--- config.mk ---
export PLATFORM = sky130hd
export DESIGN_NAME = dma_win_decode
export DESIGN_NICKNAME = d
export VERILOG_FILES = /design/src/rtl/dma_win_pkg.sv /design/src/rtl/dma_win_regs.sv /design/src/rtl/dma_win_match.sv /design/src/rtl/dma_win_prio.sv /design/src/rtl/dma_win_decode.sv
export SDC_FILE = /design/constraint.sdc
export NUM_CORES = 1
export LEC_CHECK = 0
export ABC_AREA = 1
export CAP_MARGIN = 25
export CORE_MARGIN = 2
export CORE_UTILIZATION = 59
export CTS_CLUSTER_DIAMETER = 120
export DETAILED_ROUTE_END_ITERATION = 8
export DONT_BUFFER_PORTS = 1
export GPL_TIMING_DRIVEN = 0
export PLACE_DENSITY_LB_ADDON = 0.25
export RECOVER_POWER = 25
export SETUP_SLACK_MARGIN = 0.3
export SLEW_MARGIN = 10
export SYNTH_ARGS = -nofsm -noshare
export SYNTH_HDL_FRONTEND = slang
export SYNTH_SLANG_ARGS = --single-unit
--- constraint.sdc ---
create_clock -name clk -period 2.58 [get_ports clk]
set_input_delay 0.387 -clock clk [delete_from_list [all_inputs] [get_ports clk]]
set_output_delay 0.387 -clock clk [all_outputs]
set_load 0.005 [all_outputs]
--- src/rtl/dma_win_pkg.sv ---
package dma_win_pkg;

    typedef enum logic [1:0] {
        S_IDLE  = 2'd0,
        S_GRANT = 2'd1,
        S_MISS  = 2'd2,
        S_DENY  = 2'd3
    } dec_state_e;

    typedef enum logic [1:0] {
        RK_BASE   = 2'd0,
        RK_SIZE   = 2'd1,
        RK_REMAP  = 2'd2,
        RK_SHARED = 2'd3
    } reg_kind_e;

    localparam logic [1:0] PERM_NONE = 2'b00;
    localparam logic [1:0] PERM_RO   = 2'b01;
    localparam logic [1:0] PERM_FULL = 2'b11;

    localparam int SH_ENABLE  = 0;
    localparam int SH_PROTECT = 1;

    localparam int TGT_W  = 4;
    localparam int ATTR_W = 8;
    localparam int ATTR_LSB = 8;

endpackage

--- src/rtl/dma_win_regs.sv ---
module dma_win_regs
    import dma_win_pkg::*;
#(
    parameter int NWIN   = 6,
    parameter int ADDR_W = 32,
    parameter int IDX_W  = 3
) (
    input  logic                clk,
    input  logic                rst_n,
    input  logic                cfg_we,
    input  logic [1:0]          cfg_kind,
    input  logic [IDX_W-1:0]    cfg_idx,
    input  logic [ADDR_W-1:0]   cfg_wdata,
    output logic [ADDR_W-1:0]   base_q  [NWIN],
    output logic [ADDR_W-1:0]   size_q  [NWIN],
    output logic [ADDR_W-1:0]   remap_q [NWIN],
    output logic [NWIN-1:0]     en_n_q,
    output logic [2*NWIN-1:0]   prot_q
);

    logic shared_sel;
    assign shared_sel = cfg_we && (reg_kind_e'(cfg_kind) == RK_SHARED);

    // per-window registers
    always_ff @(posedge clk or negedge rst_n) begin
        if (!rst_n) begin
            for (int w = 0; w < NWIN; w++) begin
                base_q[w]  <= '0;
                size_q[w]  <= '0;
                remap_q[w] <= '0;
            end
        end else if (cfg_we) begin
            for (int w = 0; w < NWIN; w++) begin
                if (cfg_idx == IDX_W'(w)) begin
                    unique case (reg_kind_e'(cfg_kind))
                        RK_BASE:   base_q[w]  <= cfg_wdata;
                        RK_SIZE:   size_q[w]  <= cfg_wdata;
                        RK_REMAP:  remap_q[w] <= cfg_wdata;
                        RK_SHARED: ;
                    endcase
                end
            end
        end
    end

    // shared enable (active low) and packed permission registers
    always_ff @(posedge clk or negedge rst_n) begin
        if (!rst_n) begin
            en_n_q <= '1;
            prot_q <= '0;
        end else if (shared_sel) begin
            if (cfg_idx == IDX_W'(SH_ENABLE))
                en_n_q <= cfg_wdata[NWIN-1:0];
            if (cfg_idx == IDX_W'(SH_PROTECT))
                prot_q <= cfg_wdata[2*NWIN-1:0];
        end
    end

endmodule

--- src/rtl/dma_win_match.sv ---
module dma_win_match #(
    parameter int NWIN     = 6,
    parameter int ADDR_W   = 32,
    parameter int PAGE_LSB = 16
) (
    input  logic [ADDR_W-1:0] lk_addr,
    input  logic [ADDR_W-1:0] base_q [NWIN],
    input  logic [ADDR_W-1:0] size_q [NWIN],
    input  logic [NWIN-1:0]   en_n_q,
    output logic [NWIN-1:0]   hit_vec
);

    localparam int PW = ADDR_W - PAGE_LSB;

    for (genvar w = 0; w < NWIN; w++) begin : g_cmp
        logic [PW-1:0] diff;
        // size field bits set to 1 are don't-care positions
        assign diff = (lk_addr[ADDR_W-1:PAGE_LSB] ^ base_q[w][ADDR_W-1:PAGE_LSB])
                      & ~size_q[w][ADDR_W-1:PAGE_LSB];
        assign hit_vec[w] = !en_n_q[w] && (diff == '0);
    end

endmodule

--- src/rtl/dma_win_prio.sv ---
module dma_win_prio #(
    parameter int NWIN  = 6,
    parameter int IDX_W = 3
) (
    input  logic [NWIN-1:0]  hit_vec,
    output logic             any_hit,
    output logic [IDX_W-1:0] win_idx
);

    // lowest index wins: scan downward so the last assignment is the lowest hit
    always_comb begin
        any_hit = |hit_vec;
        win_idx = '0;
        for (int w = NWIN - 1; w >= 0; w--) begin
            if (hit_vec[w])
                win_idx = IDX_W'(w);
        end
    end

endmodule

--- src/rtl/dma_win_decode.sv ---
module dma_win_decode
    import dma_win_pkg::*;
#(
    parameter int NWIN     = 6,
    parameter int ADDR_W   = 32,
    parameter int PAGE_LSB = 16,
    localparam int IDX_W   = (NWIN > 1) ? $clog2(NWIN) : 1,
    localparam int CFG_AW  = IDX_W + 2
) (
    input  logic                clk,
    input  logic                rst_n,
    input  logic                cfg_we,
    input  logic [CFG_AW-1:0]   cfg_addr,
    input  logic [ADDR_W-1:0]   cfg_wdata,
    input  logic                lk_valid,
    input  logic                lk_write,
    input  logic [ADDR_W-1:0]   lk_addr,
    output logic                res_valid,
    output logic                res_grant,
    output logic                res_miss,
    output logic                res_deny,
    output logic [IDX_W-1:0]    res_win,
    output logic [TGT_W-1:0]    res_target,
    output logic [ATTR_W-1:0]   res_attr,
    output logic [ADDR_W-1:0]   res_remap,
    output logic [1:0]          res_perm
);

    logic [ADDR_W-1:0] base_q  [NWIN];
    logic [ADDR_W-1:0] size_q  [NWIN];
    logic [ADDR_W-1:0] remap_q [NWIN];
    logic [NWIN-1:0]   en_n_q;
    logic [2*NWIN-1:0] prot_q;
    logic [NWIN-1:0]   hit_vec;
    logic              any_hit;
    logic [IDX_W-1:0]  win_idx;

    dma_win_regs #(.NWIN(NWIN), .ADDR_W(ADDR_W), .IDX_W(IDX_W)) regs_i (
        .clk       (clk),
        .rst_n     (rst_n),
        .cfg_we    (cfg_we),
        .cfg_kind  (cfg_addr[CFG_AW-1:IDX_W]),
        .cfg_idx   (cfg_addr[IDX_W-1:0]),
        .cfg_wdata (cfg_wdata),
        .base_q    (base_q),
        .size_q    (size_q),
        .remap_q   (remap_q),
        .en_n_q    (en_n_q),
        .prot_q    (prot_q)
    );

    dma_win_match #(.NWIN(NWIN), .ADDR_W(ADDR_W), .PAGE_LSB(PAGE_LSB)) match_i (
        .lk_addr (lk_addr),
        .base_q  (base_q),
        .size_q  (size_q),
        .en_n_q  (en_n_q),
        .hit_vec (hit_vec)
    );

    dma_win_prio #(.NWIN(NWIN), .IDX_W(IDX_W)) prio_i (
        .hit_vec (hit_vec),
        .any_hit (any_hit),
        .win_idx (win_idx)
    );

    dec_state_e  state_q, state_d;
    logic [1:0]  perm_sel;
    logic        allow;

    logic [IDX_W-1:0]  win_q;
    logic [TGT_W-1:0]  tgt_q;
    logic [ATTR_W-1:0] attr_q;
    logic [ADDR_W-1:0] remap_sel_q;
    logic [1:0]        perm_q;

    always_comb begin
        perm_sel = prot_q[{win_idx, 1'b0} +: 2];
        allow    = (perm_sel == PERM_FULL) || ((perm_sel == PERM_RO) && !lk_write);
        state_d  = S_IDLE;
        if (lk_valid) begin
            if (!any_hit)
                state_d = S_MISS;
            else if (allow)
                state_d = S_GRANT;
            else
                state_d = S_DENY;
        end
    end

    // state register
    always_ff @(posedge clk or negedge rst_n) begin
        if (!rst_n)
            state_q <= S_IDLE;
        else
            state_q <= state_d;
    end

    // captured window data, zero unless a window matched
    always_ff @(posedge clk or negedge rst_n) begin
        if (!rst_n) begin
            win_q       <= '0;
            tgt_q       <= '0;
            attr_q      <= '0;
            remap_sel_q <= '0;
            perm_q      <= '0;
        end else if (lk_valid && any_hit) begin
            win_q       <= win_idx;
            tgt_q       <= base_q[win_idx][TGT_W-1:0];
            attr_q      <= base_q[win_idx][ATTR_LSB +: ATTR_W];
            remap_sel_q <= remap_q[win_idx];
            perm_q      <= perm_sel;
        end else begin
            win_q       <= '0;
            tgt_q       <= '0;
            attr_q      <= '0;
            remap_sel_q <= '0;
            perm_q      <= '0;
        end
    end

    // outputs decoded from state
    always_comb begin
        res_valid = 1'b0;
        res_grant = 1'b0;
        res_miss  = 1'b0;
        res_deny  = 1'b0;
        unique case (state_q)
            S_IDLE:  ;
            S_GRANT: begin res_valid = 1'b1; res_grant = 1'b1; end
            S_MISS:  begin res_valid = 1'b1; res_miss  = 1'b1; end
            S_DENY:  begin res_valid = 1'b1; res_deny  = 1'b1; end
        endcase
        res_win    = win_q;
        res_target = tgt_q;
        res_attr   = attr_q;
        res_remap  = remap_sel_q;
        res_perm   = perm_q;
    end

endmodule

# After elaboration in Yosys (flattened, before gate mapping)
# Cells that the tools add are included.
[totals] register_bits=645 out_inout_bits=53 elab_cells=131
[classes] order_cmp=1 eq_ne=13 shift=1 mux=24 bitwise_logic=19 n_reduce_logical=47
[op_table] operator="$bmux 32 s3" n=2
[op_table] operator="$and 16x16->16" n=6
[op_table] operator="$logic_not 16->1" n=6
[op_table] operator="$mux 32" n=3
[op_table] operator="$not 16->16" n=6
[op_table] operator="$xor 16x16->16" n=6
[op_table] operator="$reduce_and 3->1" n=18
[op_table] operator="$mux 16" n=2
[op_table] operator="$mux 3" n=7
[op_table] operator="$shiftx 12x5->2" n=1
[op_table] operator="$eq 2x2->1 const B" n=5
[op_table] operator="$logic_and 1x1->1" n=9
[op_table] operator="$mux 2" n=4
[op_table] operator="$mux 8" n=1
[op_table] operator="$logic_not 1->1" n=7
[op_table] operator="$eq 2x1->1 const B" n=3
[op_table] operator="$eq 3x2->1 const B" n=2
[op_table] operator="$eq 3x3->1 const B" n=2
[op_table] operator="$reduce_or 6->1" n=1
[op_table] operator="$ge 4x4->1 const B" n=1
[op_table] operator="$mux 1" n=4
[op_table] operator="$mux 4" n=1
[op_table] operator="$not 3->4" n=1
[op_table] operator="$reduce_and 2->1" n=2
[op_table] operator="5 further kinds" n=5

# Logic depth before layout (Yosys ltp)
# Gate-level depths: netlist of run 1.
[depth] depth_word=17 ltp_mapped=20 mapped_depth_nobuf=18

# Hierarchy
# From an unflattened synthesis of run 1, not the netlist that was laid out.
[hier_totals] hier_cells=3425 hier_area_um2=28426.0
[by_module_without_submodules] mod="dma_win_regs" instances=1 cells_per_inst=2340 area_per_inst_um2=22424.0 seq_area_each_um2=14871.8
[by_module_without_submodules] mod="dma_win_decode" instances=1 cells_per_inst=555 area_per_inst_um2=3783.6 seq_area_each_um2=1276.2
[by_module_without_submodules] mod="dma_win_match" instances=1 cells_per_inst=515 area_per_inst_um2=2145.8 seq_area_each_um2=0.0
[by_module_without_submodules] mod="dma_win_prio" instances=1 cells_per_inst=15 area_per_inst_um2=72.6 seq_area_each_um2=0.0

# Worst setup path after synthesis of run 1
# Ideal clock, no wire load.
[synth_timing] path_type="input to register" from="input port lk_addr[29]" to="register attr_q[2], in the netlist res_attr[2]" t_arrival_ps=1943 path_slack_ps=517 cell_stages=19 n_path_buf=3 cell_sequence="buf_2 -> inv_2 -> nand2_1 -> nand3b_1 -> nand2_1 -> nor2_1 -> nand3_1 -> nor2_1 -> nand2_1 -> nand2_1 -> nand2_2 -> nand2_1 -> nand2_1 -> buf_6 -> buf_2 -> nand2_1 -> nand3_1 -> a21oi_1 -> nor2_1"
[synth_between] elab_chain_cells=15 elab_cells_between_ends=37 cone_classes="10 x mux; 13 x bitwise; 14 x reduce/logical"
[synth_lines] item="start, declared" line_no="dma_win_decode.sv:17" source="input logic [ADDR_W-1:0] lk_addr,"
[synth_lines] item="$xor 16x16->16" line_no="dma_win_match.sv:18" source="assign diff = (lk_addr[ADDR_W-1:PAGE_LSB] ^ base_q[w][ADDR_W-1:PAGE_LSB])"
[synth_lines] item="$and 16x16->16" line_no="dma_win_match.sv:19" source="& ~size_q[w][ADDR_W-1:PAGE_LSB];"
[synth_lines] item="$logic_not 16->1" line_no="dma_win_match.sv:20" source="assign hit_vec[w] = !en_n_q[w] && (diff == '0);"
[synth_lines] item="$logic_and 1x1->1" line_no="dma_win_match.sv:20"
[synth_lines] item="$mux 3 (6 in a row)" line_no="dma_win_prio.sv:15" source="if (hit_vec[w])"
[synth_lines] item="$not 3->4 (not written as such)" line_no="dma_win_decode.sv:109" source="attr_q <= base_q[win_idx][ATTR_LSB +: ATTR_W];"
[synth_lines] item="$bmux 32 s3" line_no="dma_win_decode.sv:109"
[synth_lines] item="$mux 16 (not written as such) (2 in a row)" line_no="dma_win_decode.sv:109"
[synth_lines] item="$mux 8 *" line_no="dma_win_decode.sv:106" source="end else if (lk_valid && any_hit) begin"
[synth_lines] item="end signal, assigned" line_no="dma_win_decode.sv:109"
[synth_lines] item="end, declared" line_no="dma_win_decode.sv:72" source="logic [ATTR_W-1:0] attr_q;"
# Mark *: on every way between the ends. The rest lies on a longest branch, timed or not. The select of a mux whose other input is x is not followed.
# A chain may end at the register's enable or synchronous reset.

# Final worst setup path of run 1
[layout_timing] from="register regs_i.base_q[116] (netlist bit)" to="register remap_sel_q[5], in the netlist res_remap[5]"
[layout_between] elab_chain_cells=12 elab_cells_between_ends=14 cone_classes="7 x mux; 3 x bitwise; 4 x reduce/logical"
[layout_lines] item="start, declared" line_no="dma_win_regs.sv:14" source="output logic [ADDR_W-1:0] base_q [NWIN],"
[layout_lines] item="start signal, assigned by index" line_no="dma_win_regs.sv:36" source="RK_BASE: base_q[w] <= cfg_wdata;"
[layout_lines] item="$xor 16x16->16 *" line_no="dma_win_match.sv:18"
[layout_lines] item="$and 16x16->16 *" line_no="dma_win_match.sv:19"
[layout_lines] item="$logic_not 16->1 *" line_no="dma_win_match.sv:20"
[layout_lines] item="$logic_and 1x1->1 *" line_no="dma_win_match.sv:20"
[layout_lines] item="$mux 3 (3 in a row)" line_no="dma_win_prio.sv:15"
[layout_lines] item="$not 3->4 (not written as such)" line_no="dma_win_decode.sv:110" source="remap_sel_q <= remap_q[win_idx];"
[layout_lines] item="$bmux 32 s3" line_no="dma_win_decode.sv:110"
[layout_lines] item="$mux 32 (not written as such) (2 in a row)" line_no="dma_win_decode.sv:110"
[layout_lines] item="$mux 32 *" line_no="dma_win_decode.sv:106"
[layout_lines] item="end signal, assigned" line_no="dma_win_decode.sv:110"
[layout_lines] item="end, declared" line_no="dma_win_decode.sv:73" source="logic [ADDR_W-1:0] remap_sel_q;"
# Marked as above.

==> run_results.csv, run 1 <==
group,metric,value,unit
status,outcome,"complete, but fails checks",
status,violations,"negative hold slack, max-slew violations",
global_routing,grt_max_degree,526,
clock_tree,worstSkewPairLatency,0.61,ns
clock_tree,cts_max_path_buffers,3,
clock_tree,cts_hold_buf,7,
clock_tree,cts_tree,"built",
placed_design,dp_hpwl,48150,µm
global_routing,grt_usage,34.75,%
placed_design,post-place-cells,3343,
setup_path,critPathKind,"flip-flop to flip-flop",
clock_tree,clkTransAtPathRegs,0.06,ns
die,die_w,202.3,µm
synth,synth-seq-area-share,56.66,%
finish,num_antenna_cells,0,
synth,synth.avg_cell_area,8.212,µm²
placed_design,gp_congestion,0.9044,
clock_tree,clock_sinks,525,
die,start_util,59.89,%
sta,slew-limit-headroom,-95.12,%
synth,yosysWarningCount,0,
pwr,irDropWorstVdd,552.9,µV
sta,rsz0062_at_grt,"yes",
die,dieArea,40920,µm²
setup_path,cp_max_fo,5,
placed_design,io_buffer_count,0,
die,core.rowCount,72,
global_routing,grt_pass1_wl,109900,µm
synth,synth_cells,2825,
global_routing,grt_pass1_vias,19622,
setup_path,path_cells,"inv_1 > nand2_1 > nand3_1 > nand4_1 > nor2_1 > nand3_4 > nand2_4 > a21oi_4 > buf_6 > buf_16 > buf_8 > buf_8 > buf_12 > nand2_4 > nand3_2 > a21oi_2 > nor2_1",
finish,fillers,2966,
clock_tree,root_buffer,"clkbuf_16",
synth,ys_ff_latch,525,
placed_design,pre_cts_slack,-0.4956,ns
synth,syn_area,23200,µm²
synth,yosysTopAreaCell,"dfrtp_1",
sta,clock_skew,0.02102,ns
synth,synth_nets,2899,
route,drtIter0Drc,2345,
die,die_y,202.3,µm
sta,setup_ws,0.01079,ns
die,coreArea,38740,µm²
flow_run,maxCapViolations,0,
clock_tree,htreeDepth,2,
route,postRouteAntennaNets,0,
finish,layout.nets,2999,
route,remaining_drc_errors,0,
route,firstDrtPassIters,6,
setup_path,critPathLaunchType,"flip-flop",
sta,clock.fmax,0.3892,GHz
sta,drv_slew,381,
synth,synthArstFlopShare,100.0,%
route,vias,20595,
finish,finalNonFillerCells,3482,
setup_path,cp_data_arrival_time,3.07,ns
hold_path,min_path_type,"primary input to asynchronous set/reset pin",
synth,synthTopCellsByArea,"dfrtp_1 56%, nand2_1 16%, o21ai_0 11%",
finish,drive_above_1_share,11.94,%
synth,yosysUniqueCellTypes,31,
finish,most-common-layout-cells,"923 x nand2_1, 519 x dfrtp_1, 487 x o21ai_0, 217 x inv_1, 143 x clkbuf_1",
sta,setup_viol,0,
sta,period_needed,2.569,ns
global_routing,grt_antenna_before_repair,0,
finish,synthToLayoutAreaGrowth,16.59,%
pwr,powerDensity,770.9,nW/µm²
setup_path,max_stage_delay,0.39,ns
global_routing,overflow,0,
sta,hold_violations,253,
setup_path,worstSetupEndpointType,"flip-flop",
route,viasPerCell,5.915,
finish,final_common_cell,"nand2_1",
die,io_pins,127,
route,wire_per_inst,20.47,µm
sta,tightest_slew,2.927,ns
synth,synth_flop_cell,"dfrtp_1",
sta,period_share,99.58,%
synth,synth_top_area_share,55.98,%
route,drt-total-wl,71290,µm
setup_path,cp.required,3.08,ns
clock_tree,numCtsBuffers,53,
setup_path,slowest_stage,"dfrtp_1",
sta,holdWs,-0.5214,ns
pwr,p_leak,12.94,nW
synth,synth_edf_count,0,
## layer usage
metal	routed length [µm]	GRT usage, %	part of all wire [%]	vias up
met2	33250	55.14	47	1064
met4	3524	16.79	4.9	0
met1	27790	46.54	39	10111
met5	0	0	0	-
met3	6727	6.401	9.4	223
li1	-	-	-	9197
## state kept, by name, indices dropped and copies added, names as in the netlist
| signal | flops |
|---|---|
| regs_i.remap_q | 192 |
| regs_i.base_q | 168 |
| regs_i.size_q | 96 |
| res_remap | 32 |
| regs_i.prot_q | 12 |
| res_attr | 8 |
| regs_i.en_n_q | 6 |
| res_target | 4 |
| res_win | 3 |
| res_perm | 2 |
| state_q | 2 |
## layout make-up
type                       instances  area, µm²  share of cell area, %
sequential                       525      13150                  48.60
multi-input combinational       1880       8999                  33.27
clock inverter                    10      111.4                 0.4117
buffer                           185       1122                  4.150
clock buffer                      84       1544                  5.708
tap                              518      648.1                  2.396
inverter                         235      885.9                  3.275
timing repair buffer              45      591.8                  2.188
## through the flow
step	power (mW)	util (%)	TNS, ns	cell area, µm²	hold slack (ns)
global placement	12.95	61.56	-15.68	23850	0.1099
detailed placement	13.15	61.56	-16.26	23850	0.1067
global route	21.80	69.82	-2.088	27050	-0.5433
floorplan	12.38	-	0	23200	0.09141
finish	20.85	69.82	0	27050	-0.5214
CTS	20.68	68.41	0	26500	-0.5373
## Yosys cell counts, types with 3 or more instances
library cell / instances
nand2_1: 959
dfrtp_1: 519
o21ai_0: 489
inv_1: 217
nor2_1: 129
nand3_1: 124
clkbuf_1: 122
a21oi_1: 62
a31oi_1: 43
buf_2: 36
nand3b_1: 35
inv_2: 17
buf_4: 16
buf_6: 11
nor3_1: 10
xnor2_1: 7
dfstp_2: 6
o21ai_1: 4
nand2_2: 3
nor2_4: 3
## worst paths after layout
| path | from | endpoint | slack, ns | cells past startpoint |
|---|---|---|---|---|
| worst min register to register | regs_i.size_q[144]$_DFFE_PN0P_ | regs_i.size_q[144]$_DFFE_PN0P_ | 0.48 | 2 |
| min in group clk | cfg_wdata[9] | regs_i.remap_q[105]$_DFFE_PN0P_ | 0.05 | 2 |
| worst max-delay path | regs_i.base_q[116]$_DFFE_PN0P_ | res_remap[5]$_DFF_PN0_ | 0.01 | 17 |
| max in group asynchronous | rst_n | regs_i.remap_q[88]$_DFFE_PN0P_ | 0.80 | 0 |
| worst min-delay path | rst_n | regs_i.remap_q[73]$_DFFE_PN0P_ | -0.52 | 0 |
| worst max register to register | regs_i.base_q[116]$_DFFE_PN0P_ | res_remap[5]$_DFF_PN0_ | 0.01 | 17 |
## worst max-delay path, delay by kind of cell, from the launching register on
| family | cells | cell delay (ns) |
|---|---|---|
| AO/OA/AOI/OAI | 2 | 0.28 |
| buffers and inverters | 6 | 0.70 |
| flip-flops | 1 | 0.39 |
| AND/OR/NAND/NOR | 9 | 1.06 |
## cells by family after synthesis
logic type | count (synthesis) | synth area share [%]
AO/OA/AOI/OAI | 602 | 13.29
AND/OR/NAND/NOR | 1271 | 22.17
buffers and inverters | 420 | 7.610
flip-flops | 525 | 56.66
XOR/XNOR | 7 | 0.2643
## power breakdown
group          total [mW]  internal (mW)  switching [mW]
Clock                7.53           4.28            3.25
Sequential           10.5           9.63           0.848
Combinational        2.84           1.15            1.69
## what timing repair did
item                                    4_1_cts  5_1_grt
setup buffers                                19       13
cloned                                        5        1
gates resized for setup                     165       95
endpoints found under the hold margin       539      525
endpoints found under the setup margin       49       49
pin swaps                                    64       56
No activity file was read; power rests on OpenSTA's default activity.
==> run 2: changes to the inputs <==
Settings changed: CORE_MARGIN 2 to not set, CTS_CLUSTER_DIAMETER 120 to 80.
==> run_results.csv, run 2 (same netlist as run 1, synthesis figures left out) <==
group,metric,value,unit
status,outcome,"complete, but fails checks",
status,violations,"negative hold slack, max-slew violations, negative setup slack",
route,viasPerCell,5.900,
die,dieArea,40120,µm²
clock_tree,cts_hold_buf,6,
route,drt-total-wl,71480,µm
clock_tree,clkTransAtPathRegs,0.06,ns
global_routing,grt_pass1_wl,109100,µm
setup_path,reg2reg_from,"regs_i.base_q[84]$_DFFE_PN0P_",
flow_run,maxCapViolations,0,
die,die_w,200.3,µm
global_routing,grt_usage,35.16,%
global_routing,overflow,0,
setup_path,critPathLaunchType,"flip-flop",
sta,hold_violations,519,
setup_path,cp.required,3.07,ns
clock_tree,cts_max_path_buffers,3,
global_routing,grt_pass1_vias,19457,
route,remaining_drc_errors,0,
route,firstDrtPassIters,6,
finish,most-common-layout-cells,"933 x nand2_1, 519 x dfrtp_1, 487 x o21ai_0, 217 x inv_1, 132 x clkbuf_1",
clock_tree,root_buffer,"clkbuf_16",
route,postRouteAntennaNets,0,
sta,rsz0062_at_grt,"yes",
setup_path,worstSetupEndpointType,"flip-flop",
placed_design,pre_cts_slack,-0.5478,ns
route,wire_per_inst,20.57,µm
pwr,p_leak,12.85,nW
sta,clock_skew,0.01719,ns
pwr,power.total,21.00,mW
pwr,powerDensity,780.2,nW/µm²
sta,finalSetupTns,-0.04589,ns
hold_path,min_path_type,"primary input to asynchronous set/reset pin",
pwr,irDropWorstVdd,588.6,µV
global_routing,grt_max_degree,526,
die,coreArea,38740,µm²
clock_tree,worstSkewPairLatency,0.61,ns
sta,tightest_slew,1.761,ns
placed_design,dp_hpwl,48100,µm
finish,layout.nets,2989,
global_routing,grt_antenna_before_repair,0,
setup_path,startpoint,"regs_i.base_q[84]$_DFFE_PN0P_",
clock_tree,cts_tree,"built",
finish,top_regs,"regs_i.remap_q: 192 flops, regs_i.base_q: 168 flops, regs_i.size_q: 96 flops",
sta,drv_slew,274,
setup_path,critPathKind,"flip-flop to flip-flop",
clock_tree,htreeDepth,2,
sta,holdWs,-0.5124,ns
setup_path,cp_max_fo,5,
placed_design,io_buffer_count,0,
finish,synthToLayoutAreaGrowth,16.05,%
sta,clock.fmax,0.3834,GHz
finish,final_common_cell,"nand2_1",
sta,setup_viol,3,
placed_design,gp_congestion,0.9413,
finish,post-route-cell-area,26920,µm²
sta,slew-limit-headroom,-17.39,%
die,start_util,59.89,%
route,drtIter0Drc,2539,
finish,largest_reg_flops,192,
die,die_y,200.3,µm
die,io_pins,127,
placed_design,postPlaceCellArea,23850,µm²
finish,largest-register,"regs_i.remap_q",
setup_path,cp_data_arrival_time,3.10,ns
sta,period_needed,2.608,ns
sta,period_share,101.1,%
finish,num_antenna_cells,0,
clock_tree,numCtsBuffers,53,
route,vias,20495,
sta,setup_ws,-0.02796,ns
die,core.rowCount,72,
clock_tree,clock_sinks,525,
finish,drive_above_1_share,11.13,%
[run 2: cell count changes in the layout (fill, tap and decap cells not counted), moves of 4 or more]
cell and change:
clkbuf_1 -11, nand3_2 -14, clkinv_2 +7, nand2_1 +10, clkinvlp_4 +4, a31oi_4 +5, clkbuf_16 +7, nand2_2 -7
a21oi_1 +12, a31oi_1 -6, nand3_1 +16, a21oi_2 -11
[run 2: timing repair]
| item | in CTS | in global routing |
|---|---|---|
| buffers inserted | 9 | 12 |
| gates resized for setup | 80 | 151 |
| pin swaps | 19 | 62 |
| endpoints found under the setup margin | 49 | 50 |
| gates cloned | 1 | 7 |
| hold endpoints to repair | 539 | 519 |
[run 2: per-stage QoR]
step                      instances  utilization, %
final                          3474           69.50
after global routing           3474           69.50
after CTS                      3455           67.14
after detailed placement       3343           61.56
after global placement         3343           61.56
after floorplan                2825               -
[run 2: layout make-up]
cell class / count / area [µm²]
Clock inverter: 21 / 168.9
Timing Repair Buffer: 35 / 465.4
Tap cell: 518 / 648.1
Inverter: 235 / 885.9
Multi-Input combinational cell: 1880 / 8906
Fill cell: 2987 / 11820
Buffer: 185 / 1161
Clock buffer: 75 / 1541
Sequential cell: 525 / 13150
[run 2: metal layers]
| metal | GRT usage (%) | up-vias | part of all wire, % |
|---|---|---|---|
| met3 | 5.955 | 206 | 9.1 |
| met5 | 0 | - | 0 |
| met4 | 15.76 | 0 | 4.4 |
| li1 | - | 9167 | - |
| met1 | 47.35 | 10019 | 39 |
| met2 | 56.36 | 1103 | 47 |
[run 2: worst max-delay path, stage by stage (launching register included)]
cell	delay (ns)
dfrtp_1	0.39
inv_1	0.06
nand2_1	0.05
nand3_1	0.10
nand4_1	0.18
nor2_1	0.17
nand3_2	0.22
nand2_2	0.15
nand2_4	0.08
a21oi_4	0.23
buf_12	0.16
buf_16	0.15
buf_8	0.14
nand2_1	0.07
a31oi_2	0.24
nor2_2	0.08
[run 2: path summary, 6_finish.rpt]
check                           cells after the start  slack, ns                         endpoint
worst max-delay path                               15      -0.03          res_remap[12]$_DFF_PN0_
worst min-delay path                                0      -0.51           res_remap[9]$_DFF_PN0_
worst max register to register                     15      -0.03          res_remap[12]$_DFF_PN0_
worst min register to register                      2       0.48   regs_i.size_q[119]$_DFFE_PN0P_
max in group asynchronous                           0       1.70          res_remap[22]$_DFF_PN0_
min in group clk                                    2       0.03  regs_i.remap_q[104]$_DFFE_PN0P_
[run 2: power by group]
group          switching [mW]  internal, mW  leakage, nW
Combinational            1.70          1.16         5.17
Clock                    3.33          4.35        0.844
Sequential              0.836          9.63         6.84
Total                    5.87          15.1         12.9
